**src/rtl/gcd_pkg.sv**
```systemverilog
package gcd_pkg;

  typedef enum logic [1:0] {
    ST_IDLE   = 2'd0,
    ST_CALC   = 2'd1,
    ST_FINISH = 2'd2
  } gcd_state_e;

endpackage

```
**src/rtl/gcd_ctrl.sv**
```systemverilog
module gcd_ctrl
  import gcd_pkg::*;
(
  input  logic clk,
  input  logic rst,
  input  logic start_i,
  input  logic zero_a_i,
  input  logic zero_b_i,
  output logic load_o,
  output logic step_o,
  output logic finish_o
);

  gcd_state_e state_q, state_d;

  always_comb begin
    load_o   = (state_q == ST_IDLE) && start_i;
    finish_o = (state_q == ST_CALC) && (zero_a_i || zero_b_i);
    step_o   = (state_q == ST_CALC) && !zero_a_i && !zero_b_i;
  end

  always_comb begin
    state_d = state_q;
    unique case (state_q)
      ST_IDLE:   if (start_i) state_d = ST_CALC;
      ST_CALC:   if (zero_a_i || zero_b_i) state_d = ST_FINISH;
      ST_FINISH: state_d = ST_IDLE;
      default:   state_d = ST_IDLE;
    endcase
  end

  always_ff @(posedge clk) begin
    if (rst) state_q <= ST_IDLE;
    else     state_q <= state_d;
  end

  AST_RESET_IDLE: assert property (@(posedge clk)
    rst |=> state_q == ST_IDLE);

  AST_BUSY_IGNORES_START: assert property (@(posedge clk) disable iff (rst)
    (state_q == ST_CALC && !zero_a_i && !zero_b_i) |=> state_q == ST_CALC);

  AST_FINISH_TO_IDLE: assert property (@(posedge clk) disable iff (rst)
    (state_q == ST_FINISH) |=> state_q == ST_IDLE);

  AST_ONE_ACTION: assert property (@(posedge clk) disable iff (rst)
    $onehot0({load_o, step_o, finish_o}));

endmodule

```
**src/rtl/gcd_datapath.sv**
```systemverilog
module gcd_datapath #(
  parameter int WIDTH = 16
) (
  input  logic             clk,
  input  logic             rst,
  input  logic             load_i,
  input  logic             step_i,
  input  logic [WIDTH-1:0] a_i,
  input  logic [WIDTH-1:0] b_i,
  output logic [WIDTH-1:0] ra_o,
  output logic [WIDTH-1:0] rb_o,
  output logic             zero_a_o,
  output logic             zero_b_o
);

  localparam int SUMW = WIDTH + 1;

  logic [WIDTH-1:0] ra_q, rb_q;
  logic             a_gt_b;
  logic [WIDTH-1:0] diff;
  logic [SUMW-1:0]  sum_w;

  always_comb begin
    a_gt_b = ra_q > rb_q;
    diff   = a_gt_b ? (ra_q - rb_q) : (rb_q - ra_q);
    sum_w  = {1'b0, ra_q} + {1'b0, rb_q};
  end

  always_ff @(posedge clk) begin
    if (rst) begin
      ra_q <= '0;
      rb_q <= '0;
    end else if (load_i) begin
      ra_q <= a_i;
      rb_q <= b_i;
    end else if (step_i) begin
      if (a_gt_b) ra_q <= diff;
      else        rb_q <= diff;
    end
  end

  assign ra_o     = ra_q;
  assign rb_o     = rb_q;
  assign zero_a_o = (ra_q == '0);
  assign zero_b_o = (rb_q == '0);

  AST_CAPTURE: assert property (@(posedge clk) disable iff (rst)
    load_i |=> (ra_q == $past(a_i)) && (rb_q == $past(b_i)));

  AST_SUM_SHRINKS: assert property (@(posedge clk) disable iff (rst)
    step_i |=> sum_w < $past(sum_w));

  AST_HOLD_IDLE: assert property (@(posedge clk) disable iff (rst)
    (!load_i && !step_i) |=> $stable(ra_q) && $stable(rb_q));

endmodule

```
**src/rtl/gcd_result.sv**
```systemverilog
module gcd_result #(
  parameter int WIDTH = 16
) (
  input  logic             clk,
  input  logic             rst,
  input  logic             finish_i,
  input  logic             pick_b_i,
  input  logic [WIDTH-1:0] ra_i,
  input  logic [WIDTH-1:0] rb_i,
  output logic             done_o,
  output logic [WIDTH-1:0] result_o
);

  always_ff @(posedge clk) begin
    if (rst) begin
      done_o   <= 1'b0;
      result_o <= '0;
    end else begin
      done_o   <= finish_i;
      result_o <= finish_i ? (pick_b_i ? rb_i : ra_i) : '0;
    end
  end

  AST_DONE_SINGLE: assert property (@(posedge clk) disable iff (rst)
    done_o |=> !done_o);

  AST_RESULT_QUIET: assert property (@(posedge clk) disable iff (rst)
    !done_o |-> result_o == '0);

endmodule

```
**src/rtl/gcd_engine.sv**
```systemverilog
module gcd_engine #(
  parameter int WIDTH = 16
) (
  input  logic             clk,
  input  logic             rst,
  input  logic             start,
  input  logic [WIDTH-1:0] a_in,
  input  logic [WIDTH-1:0] b_in,
  output logic             done,
  output logic [WIDTH-1:0] result
);

  logic             load_w, step_w, finish_w;
  logic             zero_a_w, zero_b_w;
  logic [WIDTH-1:0] ra_w, rb_w;

  gcd_ctrl u_ctrl (
    .clk      (clk),
    .rst      (rst),
    .start_i  (start),
    .zero_a_i (zero_a_w),
    .zero_b_i (zero_b_w),
    .load_o   (load_w),
    .step_o   (step_w),
    .finish_o (finish_w)
  );

  gcd_datapath #(.WIDTH(WIDTH)) u_dp (
    .clk      (clk),
    .rst      (rst),
    .load_i   (load_w),
    .step_i   (step_w),
    .a_i      (a_in),
    .b_i      (b_in),
    .ra_o     (ra_w),
    .rb_o     (rb_w),
    .zero_a_o (zero_a_w),
    .zero_b_o (zero_b_w)
  );

  gcd_result #(.WIDTH(WIDTH)) u_res (
    .clk      (clk),
    .rst      (rst),
    .finish_i (finish_w),
    .pick_b_i (zero_a_w),
    .ra_i     (ra_w),
    .rb_i     (rb_w),
    .done_o   (done),
    .result_o (result)
  );

  AST_RESET_CLEAR: assert property (@(posedge clk)
    rst |=> !done && result == '0);

  AST_ZERO_A_GIVES_B: assert property (@(posedge clk) disable iff (rst)
    (finish_w && zero_a_w) |=> done && result == $past(rb_w));

  AST_ZERO_B_GIVES_A: assert property (@(posedge clk) disable iff (rst)
    (finish_w && !zero_a_w) |=> done && result == $past(ra_w));

endmodule

```
**config.mk**
```make
export PLATFORM = sky130hd
export DESIGN_NAME = gcd_engine
export DESIGN_NICKNAME = d
export VERILOG_FILES = /design/src/rtl/gcd_pkg.sv /design/src/rtl/gcd_ctrl.sv /design/src/rtl/gcd_datapath.sv /design/src/rtl/gcd_result.sv /design/src/rtl/gcd_engine.sv
export SDC_FILE = /design/constraint.sdc
export NUM_CORES = 1
export LEC_CHECK = 0
export BUFFER_PORTS_ARGS = -buffer_cell sky130_fd_sc_hd__buf_2
export CORE_MARGIN = 5
export CORE_UTILIZATION = 62
export DETAILED_ROUTE_END_ITERATION = 7
export PLACE_DENSITY = 0.85
export SKIP_LAST_GASP = 1
export SYNTH_ARGS = -nofsm -noshare
export SYNTH_HDL_FRONTEND = slang
export SYNTH_SLANG_ARGS = --single-unit
export TNS_END_PERCENT = 30
```
**constraint.sdc**
```tcl
create_clock -name clk -period 4.35 [get_ports clk]
set_input_delay 0 -clock clk [delete_from_list [all_inputs] [get_ports clk]]
set_output_delay 0 -clock clk [all_outputs]
set_load 0.05 [all_outputs]
```
==> metrics.md <==
| Metric | Value |
|---|---|
| Status | `complete, no violations` |
| DPL Wire Length | `7930 µm` |
| Die height | `86.6 µm` |
| ANT cells | `0` |
| Setup ws final | `between 600 and 700 ps` |
| Top FF cell, synth | `dfxtp_1` |
| Fill cells | `489` |
| Worst-Skew Late Latency | `310 ps` |
| Hold Path Class | `input pin to register` |
| Clock Tree Buf Depth | `2` |
| Post-CTS Hold Buffers | `0` |
| Seq cells post-synth | `slightly above 50` |
| Cells after Synth | `between 400 and 500` |
| Multi-input gate area | `about 2300 µm²` |
| First-pass GRT wire length | `17400 µm` |
| Clk slew on worst S/H paths | `100 ps` |
| ANT nets after route | `0` |
| Share of synthesized flip-flops with an asynchronous set or reset | `0%` |
| Synth top area share | `28.1%` |
| DR iter-0 viols | `418` |
| Final WL | `roughly 11000 µm` |
| 1st-pass router iterations | `5` |
| Syn_area_per_cell | `7.81 µm²` |
| Initial antenna violation count | `0` |
| Max cap viols | `0` |
| Placed cells | `561` |
| Critical path fanouts, max | `21` |
| Critical-path top delay cell | `a21o_1` |
| Slew Viols, Final | `0` |
| Setup repair bufs after CTS | `0` |
| Sequential element share of the synthesized area | `28.1%` |
| Proportion of layout cells with a drive suffix above 1 | `13.9%` |
| RSZ-0062 raised after global routing | `no` |
| CTS H-tree depth | `2` |
| Setup-failing EPs final | `0` |
| Port bufs | `51` |
| Critical path class | `register to register` |
| Warnings, synthesis | `0` |
| Nets | `564` |
| CTS buffer count | `5` |
| Post-route clock skew | `5.73 ps` |
| Most frequent CP cell | `a211oi_1` |
| Place WS | `745 ps` |
| Switching share of power | `52.5%` |
| Reg power frac | `19.1%` |
| Netlist cell types | `50` |
| # clock sinks | `51` |
| CTS tree | `yes` |
| Initial core utilization | `64.8%` |
| Final Wtd Congestion | `0.933` |
| Fin util | `a little over two thirds` |
| P_int | `1690 µW` |
| Critical Path AT | `3950 ps` |
| DR WL/cell | `18.9 µm` |
| CP Launch Type | `register` |
| Tcrit/Tclk final | `86.0%` |
| Largest area contributor in the netlist | `dfxtp_1` |
| DIE AREA | `between 7000 and 8000 µm²` |
| Rel. slew slack | `a little over a third` |
| EDFF count, synth | `0` |
| Area delta synth->final | `8.68%` |
| TNS Setup | `0 ps` |
| Endpoints failing hold | `0` |
| Crit path largest cell delay | `between 600 and 700 ps` |
| Share of total power in the clock network | `8.0%` |
| Largest net degree at the start of global routing | `between 50 and 60` |
| CP Capture Type | `register` |
| Die X | `86.6 µm` |
| Via count of the routed design | `3676` |
| Logic pwr share | `72.9%` |
| Leakage | `0.00174 µW` |
| Cell chain of the critical path | `inv_1, ha_1, nand2_1, nor2_1, nand3_1, a21oi_2, o21a_1, buf_4, a21o_1, a211oi_1, a211oi_1` |
| Mapped Area | `3630 µm²` |
| Storage element area | `1020 µm²` |
| Dominant cells by area after synthesis | `dfxtp_1 (28%), ha_1 (11%), nor2_1 (6.9%)` |
| Io pins | `52` |
| Minimum clock period after layout | `3740 ps` |
| Pwr/cell area | `903 nW/µm²` |
| Vias in the first global route | `3495` |
| GRT Overall Usage | `29.2%` |
| F_max | `267 MHz` |
| Final std cells w/o fill | `~570` |
| Total gr overflow | `0` |
| Total power | `between 3000 and 4000 µW` |
| Site Rows | `27` |
| Core box area | `5610 µm²` |
| Cts repair resizes | `0` |
| DRC | `0` |
| P_sw | `1870 µW` |
| VDD IR-drop max | `0.000449 V` |
| CTS Root Cell | `clkbuf_8` |
| Avg Vias per Cell | `6.46` |
| Worst Path Required | `~4600 ps` |
| Syn_nets | `about 530` |
| Worst-margin pin slew | `roughly 950 ps` |
==> kinds of logic (layout without fill, tap and decap cells) <==
| family | Yosys count | after routing | share of synthesized area, % |
|---|---|---|---|
| AOI/OAI and AO/OA | 143 | 143 | 27.1 |
| xor gates and xnor gates | 12 | 12 | 2.89 |
| adders and majority gates | 33 | 33 | 11.8 |
| buffers and inverters | 70 | 102 | 8.23 |
| DFF | 51 | 51 | 28.1 |
| muxes | 11 | 11 | 3.03 |
| and+or+nand+nor | 145 | 145 | 18.9 |
==> flip-flops by register name, indices dropped and copies added, names as in the netlist <==
register / count
u_ctrl.state_q: 2
u_dp.ra_o: 16
u_res.result_o: 16
u_res.done_o: 1
u_dp.rb_o: 16
==> layout by cell type, fill, tap and decap left out, drive strengths merged, types with 11 or more instances in the layout <==
cell / n
ha: 31
a21oi: 49
or3: 20
dfxtp: 51
o32ai: 18
inv: 39
o21ai: 16
nand2: 18
nor2: 67
a21o: 12
buf: 56
mux2i: 11
a211oi: 11
==> synthesized netlist by cell type, types with 2 or more instances <==
| library cell | n |
|---|---|
| buf_2 | 10 |
| clkbuf_1 | 16 |
| buf_1 | 2 |
| a221oi_1 | 10 |
| o221ai_1 | 2 |
| a21oi_2 | 2 |
| nand2_1 | 18 |
| nand2b_1 | 5 |
| o21ai_0 | 14 |
| nor4_1 | 10 |
| nand3_1 | 8 |
| o211ai_1 | 3 |
| o21ai_1 | 2 |
| inv_1 | 38 |
| o21bai_1 | 3 |
| or3_1 | 20 |
| a21oi_1 | 46 |
| mux2i_1 | 11 |
| xor2_1 | 7 |
| buf_6 | 3 |
| o32ai_1 | 18 |
| nor2b_1 | 5 |
| a21o_1 | 12 |
| a31oi_1 | 3 |
| o31ai_1 | 2 |
| o21a_1 | 5 |
| xnor2_1 | 5 |
| ha_1 | 31 |
| nor2_1 | 67 |
| dfxtp_1 | 51 |
| a221o_1 | 2 |
| and2_1 | 3 |
| a211oi_1 | 11 |
| fa_1 | 2 |
| nand4_1 | 2 |
| nor3_1 | 2 |
==> path summary, 6_finish.rpt <==
check / start / to / slack (ps) / depth (start not counted)
min reg2reg: u_dp.ra_o[0] / u_dp.ra_o[0] / 560 / 2
min: a_in[14] / u_dp.ra_o[14] / 10 / 3
max reg2reg: u_dp.ra_o[11] / u_dp.rb_o[0] / 610 / 11
max: u_dp.ra_o[11] / u_dp.rb_o[0] / 610 / 11
==> stage by stage <==
stage | area, µm² | hold slack, ps
after detailed placement | 3860 | 341
after CTS | 3950 | 7.24
after global routing | 3950 | 3.41
final | 3950 | 13.2
after floorplan | 3630 | 201
after global placement | 3860 | 338
==> power groups by stage <==
| stage | Clock [µW] | Sequential, µW | Combinational (µW) |
|---|---|---|---|
| after global placement | 0 | 679 | 2470 |
| after floorplan | 0 | 674 | 1960 |
| after detailed placement | 0 | 685 | 2490 |
| final | 284 | 680 | 2600 |
| after CTS | 286 | 675 | 2500 |
| after global routing | 310 | 691 | 2820 |
==> worst max-delay path, delay by kind of cell (launching register included) <==
kind	cells	cell delay, ps
compound gates	5	1730
simple gates	3	590
fa+ha+maj	1	520
flops	1	400
buf+inv	2	380
==> area by class of cell <==
type	count	share of cell area (%)
multi-input combinational	344	58.6
clock buffer	6	1.84
inverter	38	3.61
timing repair buffer	56	7.41
tap	72	2.28
sequential	51	25.9
clock inverter	2	0.412
==> routing by layer <==
metal | global-route usage, % | share of wire, % | up-vias
met5 | 0 | 0 | -
met4 | 9.49 | 1.7 | 0
met3 | 5.70 | 10 | 19
met2 | 44.2 | 43 | 219
met1 | 41.7 | 45 | 1715
li1 | - | - | 1723
Power figures use the tool's default switching activity.
